File: config.mk
export PLATFORM = sky130hd
export DESIGN_NAME = dbg_serial_port
export DESIGN_NICKNAME = d
export VERILOG_FILES = /design/src/rtl/dbg_port_pkg.sv /design/src/rtl/dbg_sync.sv /design/src/rtl/dbg_ack_gen.sv /design/src/rtl/dbg_shreg.sv /design/src/rtl/dbg_serial_port.sv
export SDC_FILE = /design/constraint.sdc
export NUM_CORES = 1
export LEC_CHECK = 0
export BUFFER_PORTS_ARGS = -buffer_cell sky130_fd_sc_hd__buf_4
export CAP_MARGIN = 20
export CORE_MARGIN = 5
export CORE_UTILIZATION = 51
export DETAILED_ROUTE_END_ITERATION = 6
export PLACE_DENSITY = 0.77
export SETUP_SLACK_MARGIN = 0.5
export SYNTH_ARGS = -nofsm -noshare
export SYNTH_HDL_FRONTEND = slang
export SYNTH_SLANG_ARGS = --single-unit
File: constraint.sdc
create_clock -name clk -period 4 [get_ports clk]
set_clock_uncertainty 0.1 [all_clocks]
set_input_delay 0.4 -clock clk [delete_from_list [all_inputs] [get_ports clk]]
set_output_delay 0.4 -clock clk [all_outputs]
set_load 0.005 [all_outputs]
File: src/rtl/dbg_port_pkg.sv
package dbg_port_pkg;

   typedef enum logic [2:0] {
      ST_CMD,
      ST_RD_FETCH,
      ST_RD_DATA,
      ST_WR_DATA,
      ST_WR_COMMIT,
      ST_DONE,
      ST_ACK_WAIT
   } dbg_state_e;

endpackage

File: src/rtl/dbg_sync.sv
module dbg_sync #(
   parameter int             W       = 1,
   parameter int             STAGES  = 2,
   parameter logic [W-1:0]   RST_VAL = '0
) (
   input  logic         clk,
   input  logic         rst_n,
   input  logic [W-1:0] d_i,
   output logic [W-1:0] q_o
);

   if (STAGES < 2) begin : g_bad_stages
      $error("dbg_sync needs at least two stages");
   end

   logic [STAGES-1:0][W-1:0] chain_q;

   always_ff @(posedge clk or negedge rst_n) begin
      if (!rst_n) begin
         chain_q <= {STAGES{RST_VAL}};
      end else begin
         chain_q <= {chain_q[STAGES-2:0], d_i};
      end
   end

   assign q_o = chain_q[STAGES-1];

endmodule

File: src/rtl/dbg_ack_gen.sv
module dbg_ack_gen #(
   parameter int CYC = 4
) (
   input  logic clk,
   input  logic rst_n,
   input  logic trig_i,
   output logic busy_o
);

   localparam int CW = $clog2(CYC + 1);

   if (CYC < 1) begin : g_bad_cyc
      $error("acknowledge length must be at least one cycle");
   end

   logic [CW-1:0] cnt_q;

   always_ff @(posedge clk or negedge rst_n) begin
      if (!rst_n) begin
         cnt_q <= '0;
      end else if (trig_i) begin
         cnt_q <= CW'(CYC);
      end else if (cnt_q != '0) begin
         cnt_q <= cnt_q - 1'b1;
      end
   end

   assign busy_o = (cnt_q != '0);


   ack_start_chk: assert property (@(posedge clk) disable iff (!rst_n)
      trig_i |=> busy_o);


   ack_cause_chk: assert property (@(posedge clk) disable iff (!rst_n)
      $rose(busy_o) |-> $past(trig_i));

endmodule

File: src/rtl/dbg_shreg.sv
module dbg_shreg #(
   parameter int W = 24
) (
   input  logic         clk,
   input  logic         rst_n,
   input  logic         clr_i,
   input  logic         load_i,
   input  logic [W-1:0] load_val_i,
   input  logic         shift_i,
   input  logic         ser_i,
   output logic [W-1:0] q_o
);

   always_ff @(posedge clk or negedge rst_n) begin
      if (!rst_n) begin
         q_o <= '0;
      end else if (clr_i) begin
         q_o <= '0;
      end else if (load_i) begin
         q_o <= load_val_i;
      end else if (shift_i) begin
         q_o <= {q_o[W-2:0], ser_i};
      end
   end

endmodule

File: src/rtl/dbg_serial_port.sv
module dbg_serial_port
   import dbg_port_pkg::*;
#(
   parameter int DATA_W      = 24,
   parameter int ADDR_W      = 6,
   parameter int ACK_CYC     = 4,
   parameter int SYNC_STAGES = 2
) (
   input  logic              clk,
   input  logic              rst_n,
   input  logic              ser_clk_i,
   input  logic              ser_din_i,
   input  logic              dbg_req_n_i,
   output logic              ser_dout_o,
   output logic              halt_req_o,
   input  logic              core_halted_i,
   output logic              resume_o,
   output logic [ADDR_W-1:0] reg_addr_o,
   output logic              reg_wr_o,
   output logic              reg_rd_o,
   output logic [DATA_W-1:0] reg_wdata_o,
   input  logic [DATA_W-1:0] reg_rdata_i
);

   localparam int CMD_W = ADDR_W + 2;
   localparam int CNT_W = $clog2(DATA_W > CMD_W ? DATA_W : CMD_W);

   if (DATA_W < CMD_W - 1) begin : g_bad_width
      $error("data word must hold a command");
   end

   // synchronized inputs: {request_n, serial clock, serial data}
   logic [2:0] sync_q;
   logic       s_req_n, s_sclk, s_sdi;

   dbg_sync #(.W(3), .STAGES(SYNC_STAGES), .RST_VAL(3'b100)) u_sync (
      .clk   (clk),
      .rst_n (rst_n),
      .d_i   ({dbg_req_n_i, ser_clk_i, ser_din_i}),
      .q_o   (sync_q)
   );

   assign {s_req_n, s_sclk, s_sdi} = sync_q;

   logic sclk_q, halted_q;
   always_ff @(posedge clk or negedge rst_n) begin
      if (!rst_n) begin
         sclk_q   <= 1'b0;
         halted_q <= 1'b0;
      end else begin
         sclk_q   <= s_sclk;
         halted_q <= core_halted_i;
      end
   end

   logic req_act, active, sclk_rise, sclk_fall;
   assign req_act   = ~s_req_n;
   assign active    = core_halted_i & ~req_act;
   assign sclk_rise = s_sclk & ~sclk_q & active;
   assign sclk_fall = ~s_sclk & sclk_q & active;

   dbg_state_e         state_q;
   logic [CNT_W-1:0]   cnt_q;
   logic [CMD_W-1:0]   cmd_q;
   logic               out_bit_q;
   logic [DATA_W-1:0]  sh_q;
   logic               ack_busy;
   logic               ack_trig;

   logic cmd_rd, cmd_go;
   assign cmd_rd = cmd_q[CMD_W-1];
   assign cmd_go = cmd_q[CMD_W-2];

   logic sh_shift;
   assign sh_shift = (sclk_fall & ((state_q == ST_CMD) | (state_q == ST_WR_DATA)))
                   | (sclk_rise & (state_q == ST_RD_DATA));

   dbg_shreg #(.W(DATA_W)) u_shreg (
      .clk        (clk),
      .rst_n      (rst_n),
      .clr_i      (req_act),
      .load_i     (state_q == ST_RD_FETCH),
      .load_val_i (reg_rdata_i),
      .shift_i    (sh_shift),
      .ser_i      (s_sdi),
      .q_o        (sh_q)
   );

   logic [CMD_W-1:0] cmd_next;
   assign cmd_next = {sh_q[CMD_W-2:0], s_sdi};

   always_ff @(posedge clk or negedge rst_n) begin
      if (!rst_n) begin
         state_q   <= ST_CMD;
         cnt_q     <= '0;
         cmd_q     <= '0;
         out_bit_q <= 1'b0;
      end else if (req_act) begin
         state_q   <= ST_CMD;
         cnt_q     <= '0;
         out_bit_q <= 1'b0;
      end else begin
         unique case (state_q)
            ST_CMD: begin
               if (sclk_fall) begin
                  if (cnt_q == CNT_W'(CMD_W - 1)) begin
                     cnt_q   <= '0;
                     cmd_q   <= cmd_next;
                     state_q <= cmd_next[CMD_W-1] ? ST_RD_FETCH : ST_WR_DATA;
                  end else begin
                     cnt_q <= cnt_q + 1'b1;
                  end
               end
            end
            ST_RD_FETCH: begin
               out_bit_q <= 1'b0;
               state_q   <= ST_RD_DATA;
            end
            ST_RD_DATA: begin
               if (sclk_rise) begin
                  out_bit_q <= sh_q[DATA_W-1];
               end
               if (sclk_fall) begin
                  if (cnt_q == CNT_W'(DATA_W - 1)) begin
                     cnt_q   <= '0;
                     state_q <= ST_DONE;
                  end else begin
                     cnt_q <= cnt_q + 1'b1;
                  end
               end
            end
            ST_WR_DATA: begin
               if (sclk_fall) begin
                  if (cnt_q == CNT_W'(DATA_W - 1)) begin
                     cnt_q   <= '0;
                     state_q <= ST_WR_COMMIT;
                  end else begin
                     cnt_q <= cnt_q + 1'b1;
                  end
               end
            end
            ST_WR_COMMIT: state_q <= ST_DONE;
            ST_DONE:      state_q <= ST_ACK_WAIT;
            ST_ACK_WAIT: begin
               if (!ack_busy) begin
                  state_q <= ST_CMD;
               end
            end
            default:      state_q <= ST_CMD;
         endcase
      end
   end

   assign ack_trig = (core_halted_i & ~halted_q) | (state_q == ST_DONE);

   dbg_ack_gen #(.CYC(ACK_CYC)) u_ack (
      .clk    (clk),
      .rst_n  (rst_n),
      .trig_i (ack_trig),
      .busy_o (ack_busy)
   );

   assign ser_dout_o  = ack_busy | ((state_q == ST_RD_DATA) & out_bit_q);
   assign halt_req_o  = req_act;
   assign resume_o    = (state_q == ST_ACK_WAIT) & ~ack_busy & cmd_go & ~req_act;
   assign reg_addr_o  = cmd_q[ADDR_W-1:0];
   assign reg_wr_o    = (state_q == ST_WR_COMMIT);
   assign reg_rd_o    = (state_q == ST_RD_FETCH);
   assign reg_wdata_o = sh_q;


   wr_single_pulse_chk: assert property (@(posedge clk) disable iff (!rst_n)
      reg_wr_o |=> !reg_wr_o);


   bus_excl_chk: assert property (@(posedge clk) disable iff (!rst_n)
      !(reg_wr_o && reg_rd_o));


   strobe_in_debug_chk: assert property (@(posedge clk) disable iff (!rst_n)
      (reg_wr_o || reg_rd_o) |-> $past(core_halted_i));


   resume_single_chk: assert property (@(posedge clk) disable iff (!rst_n)
      resume_o |=> !resume_o);


   req_clears_chk: assert property (@(posedge clk) disable iff (!rst_n)
      halt_req_o |=> (!reg_wr_o && !reg_rd_o && !resume_o));

endmodule

==> run metrics <==
clock tree from TritonCTS=built; largest fanout of any net on the critical path=16; latest clock arrival within the worst-skew pair=about 0.30 ns; post-detailed-route via-to-cell ratio=~5.3; vertical die dimension=~80 um; clock period minus final worst setup slack=2.589 ns; standard-cell rows=25; post-layout util=about 64%; commonest non-fill, non-tap cells in the layout=sky130_fd_sc_hd__buf_4, sky130_fd_sc_hd__dfrtp_1, sky130_fd_sc_hd__nor2_1, sky130_fd_sc_hd__mux2i_1, sky130_fd_sc_hd__a211oi_1; GRT Residual Overflow=0; relative area change from synthesis to final layout=22.02%; hold slack final=0.01221 ns; register share of total power=a little over half; Routed Wire Length=5361 um; share of the yosys chip area belonging to registers=between 50% and 60%; Buffers & Inverters on Critical Path=1; FF-to-FF End=u_shreg.q_o[16]$_DFFE_PN0P_; outcome=finished clean; number of pins with negative max-slew slack in the final report=0; die extent in x=around 80 um; startpoint types=flop; relative slew slack=38.62%; number of violations reported at the end of detailed-routing iteration 0=slightly above 90; arrival time of the worst setup path=2.09 ns; Hold Buf Count CTS=0; RePlAce Congestion=approximately 0.83; effective utilization at floorplan=between 50% and 60%; wire length of the first global-routing pass=9087 um; required time worst endpoint=3.50 ns; RR Startpoint=state_q[1]$_DFFE_PN0P_; post-place setup slack=about 1.6 ns; final HPWL from detailed placement=roughly 3800 um; number of synthesized register bits=just over 50; Power, Total=between 1 and 1.5 mW; fin crit share=64.72%; worst-path cell chain=nor2b_1, and2_1, buf_4; area share of fa/ha/maj cells after synthesis=about 2.5%; synthesized instance count=around 230; detailed-route via count=between 1500 and 2000; leading cell type in the layout, fill and taps excluded=sky130_fd_sc_hd__buf_4; dominant combinational cell family by area after synthesis=compound AO/OA/AOI/OAI gates; post-layout instance area=0.003064 mm^2; number of sinks driven by the clock tree=between 50 and 60; Wirelength per Cell=roughly 15 um; slew at the pin with the worst max-slew slack=0.9207 ns; worst min-delay path category=in -> async; cell area power density=approximately 340 mW/mm^2; post-route insts no fill=~350; antenna violations before repair=0; Final Setup Violations=0; final hold violation count=0; largest net degree at the start of global routing=52; library cell used as clock root buffer=sky130_fd_sc_hd__clkbuf_8; compound-cell area share of the yosys netlist=13.60%; highest cell delay on the worst timing path=0.77 ns; Net count, final=313; category of cells accounting for the largest share of critical-path delay=simple AND/OR/NAND/NOR gates; clock transition at the register clock pins on the worst setup and hold paths after CTS=around 0.09 ns; nature of the critical path endpoint=output pin; final setup TNS=0 ns; max_cap viols=0; Final Worst Setup Slack=1.411 ns; placed instance area=just under 0.003 mm^2; switch share=about a quarter; floorplan core area=between 0.004 and 0.005 mm^2; Remaining DRCs=0; reported net switching power=between 0.2 and 0.3 mW; Critical Setup Path Class=reg -> out; First-pass DRT Iterations=4; number of distinct standard cells referenced by the synthesized netlist=about 40; Mapped Avg Cell Area=about 11 um^2; clock share of power=30.7%; maximum vdd ir drop=between 0.0002 and 0.0003 V; H-tree depth reported by CTS=2; count of buffers inserted at the top-level ports=64; Register-to-Register Path Depth=5; highest attainable clock frequency=between 0.3 and 0.4 GHz; buffers inserted during post-CTS setup optimization=0; Comb power frac=about 15%; area share of and/or/nand/nor cells after synthesis=around 11%; aggregate global-route resource usage=17.85%; cell with the biggest individual delay on the critical path=sky130_fd_sc_hd__and2_1; total internal power=~0.78 mW; post-synthesis share of cell area spent on xor and xnor gates=1.395%; setup slack on the worst flop-to-flop path=around 1.5 ns; diode count=0; RSZ-0062 raised after global routing=no; DRT antenna net count=0; share of final-layout standard cells stronger than drive strength 1=between 30% and 40%; placed cell count=338; syn_nets=262; Die Area=between 0.006 and 0.007 mm^2; fraction of synthesized area in multiplexers=13.50%; number of buffers on the longest clock path=2; vias in the first global route=~1900; total stage count of the critical path=3; number of gates given a new drive strength after cts=0; Lkg Pwr=between 1 and 1.5 nW; number of buffers created by CTS=5; ports placed on the boundary=65; number of warnings reported in the yosys synthesis log=0; synthesized area=about 0.0025 mm^2
[power by group through the flow]
stage                     Clock (mW)  Sequential (mW)  Combinational [mW]
after floorplan                    0            0.570              0.0888
after global placement             0            0.575               0.152
after detailed placement           0            0.577               0.158
after CTS                      0.330            0.566               0.158
after global routing           0.353            0.571               0.179
final                          0.319            0.566               0.154
[worst reg2reg max path, delay by kind of cell, from the launching register on]
family          cells  cell delay [ns]
buf+inv             1             0.38
simple gates        2             1.02
flops               1             0.53
mux                 1             0.23
compound gates      1             0.10
[registers in the layout, summed over array words and instances, names as in the netlist]
name and flops:
sclk_q 1, state_q 3, u_sync.chain_q 3, out_bit_q 1, cnt_q 5, u_ack.cnt_q 3
u_sync.q_o 3, cmd_q 7, halted_q 1, u_shreg.q_o 24
[routing by layer]
metal  vias to the layer above  global-route usage [%]  wire [um]
li1                        901                       -          -
met5                         -                       0          0
met2                        56                   28.39       2521
met4                         0                   6.081         63
met3                         6                   3.587        318
met1                       867                   24.26       2457
[kinds of logic (layout without fill, tap and decap cells)]
logic type	after synthesis	count (layout)
AND/OR/NAND/NOR	58	58
flip-flops	51	51
AO/OA/AOI/OAI	46	46
multiplexers	33	33
buffers and inverters	30	82
adder cells (fa/ha/maj)	5	5
XOR/XNOR	4	4
[worst max path at each step]
stage | start | endpoint
floorplan | state_q[2]$_DFFE_PN0P_ | cnt_q[3]$_DFFE_PN0P_
global route | state_q[1]$_DFFE_PN0P_ | reg_rd_o
CTS | state_q[1]$_DFFE_PN0P_ | reg_rd_o
global placement | state_q[1]$_DFFE_PN0P_ | u_shreg.q_o[16]$_DFFE_PN0P_
finish | state_q[1]$_DFFE_PN0P_ | reg_rd_o
detailed placement | state_q[1]$_DFFE_PN0P_ | u_shreg.q_o[16]$_DFFE_PN0P_
[layout make-up]
cell class | instances | area (um^2)
timing repair buffer | 66 | 495.5
sequential | 51 | 1279
multi-input combinational | 146 | 1076
inverter | 8 | 30.03
clock buffer | 8 | 100.1
tap | 67 | 83.83
fill | 405 | 1690
[cells in the mapped netlist (all sizes together)]
| master | number | share of area, % |
|---|---|---|
| o21ai | 3 | 0.60 |
| nor3b | 1 | 0.30 |
| a211o | 2 | 0.70 |
| nand3 | 3 | 0.60 |
| nand2 | 5 | 0.75 |
| a2111o | 1 | 0.45 |
| inv | 8 | 1.2 |
| nand4b | 2 | 0.70 |
| o311ai | 1 | 0.35 |
| nand2b | 1 | 0.25 |
| dfrtp | 49 | 49 |
| buf | 15 | 4.3 |
| ha | 5 | 2.5 |
| xor2 | 2 | 0.70 |
| nor2b | 4 | 1.0 |
| o21a | 1 | 0.30 |
| nor3 | 3 | 0.60 |
| mux2i | 26 | 10 |
| mux2 | 7 | 3.1 |
| xnor2 | 2 | 0.70 |
| and2 | 1 | 0.25 |
| a211oi | 25 | 7.5 |
| or3 | 1 | 0.45 |
| or4 | 2 | 0.60 |
| o31ai | 2 | 0.60 |
| nor2 | 32 | 4.8 |
| a31o | 1 | 0.35 |
| o211ai | 2 | 0.60 |
| dfstp | 2 | 2.1 |
| a21oi | 4 | 0.80 |
| nand3b | 3 | 0.90 |
| clkbuf | 7 | 1.4 |
| a21o | 1 | 0.30 |
| a221oi | 1 | 0.35 |
| o41ai | 1 | 0.35 |
| a41o | 1 | 0.40 |
No activity file was read; power rests on OpenSTA's default activity.
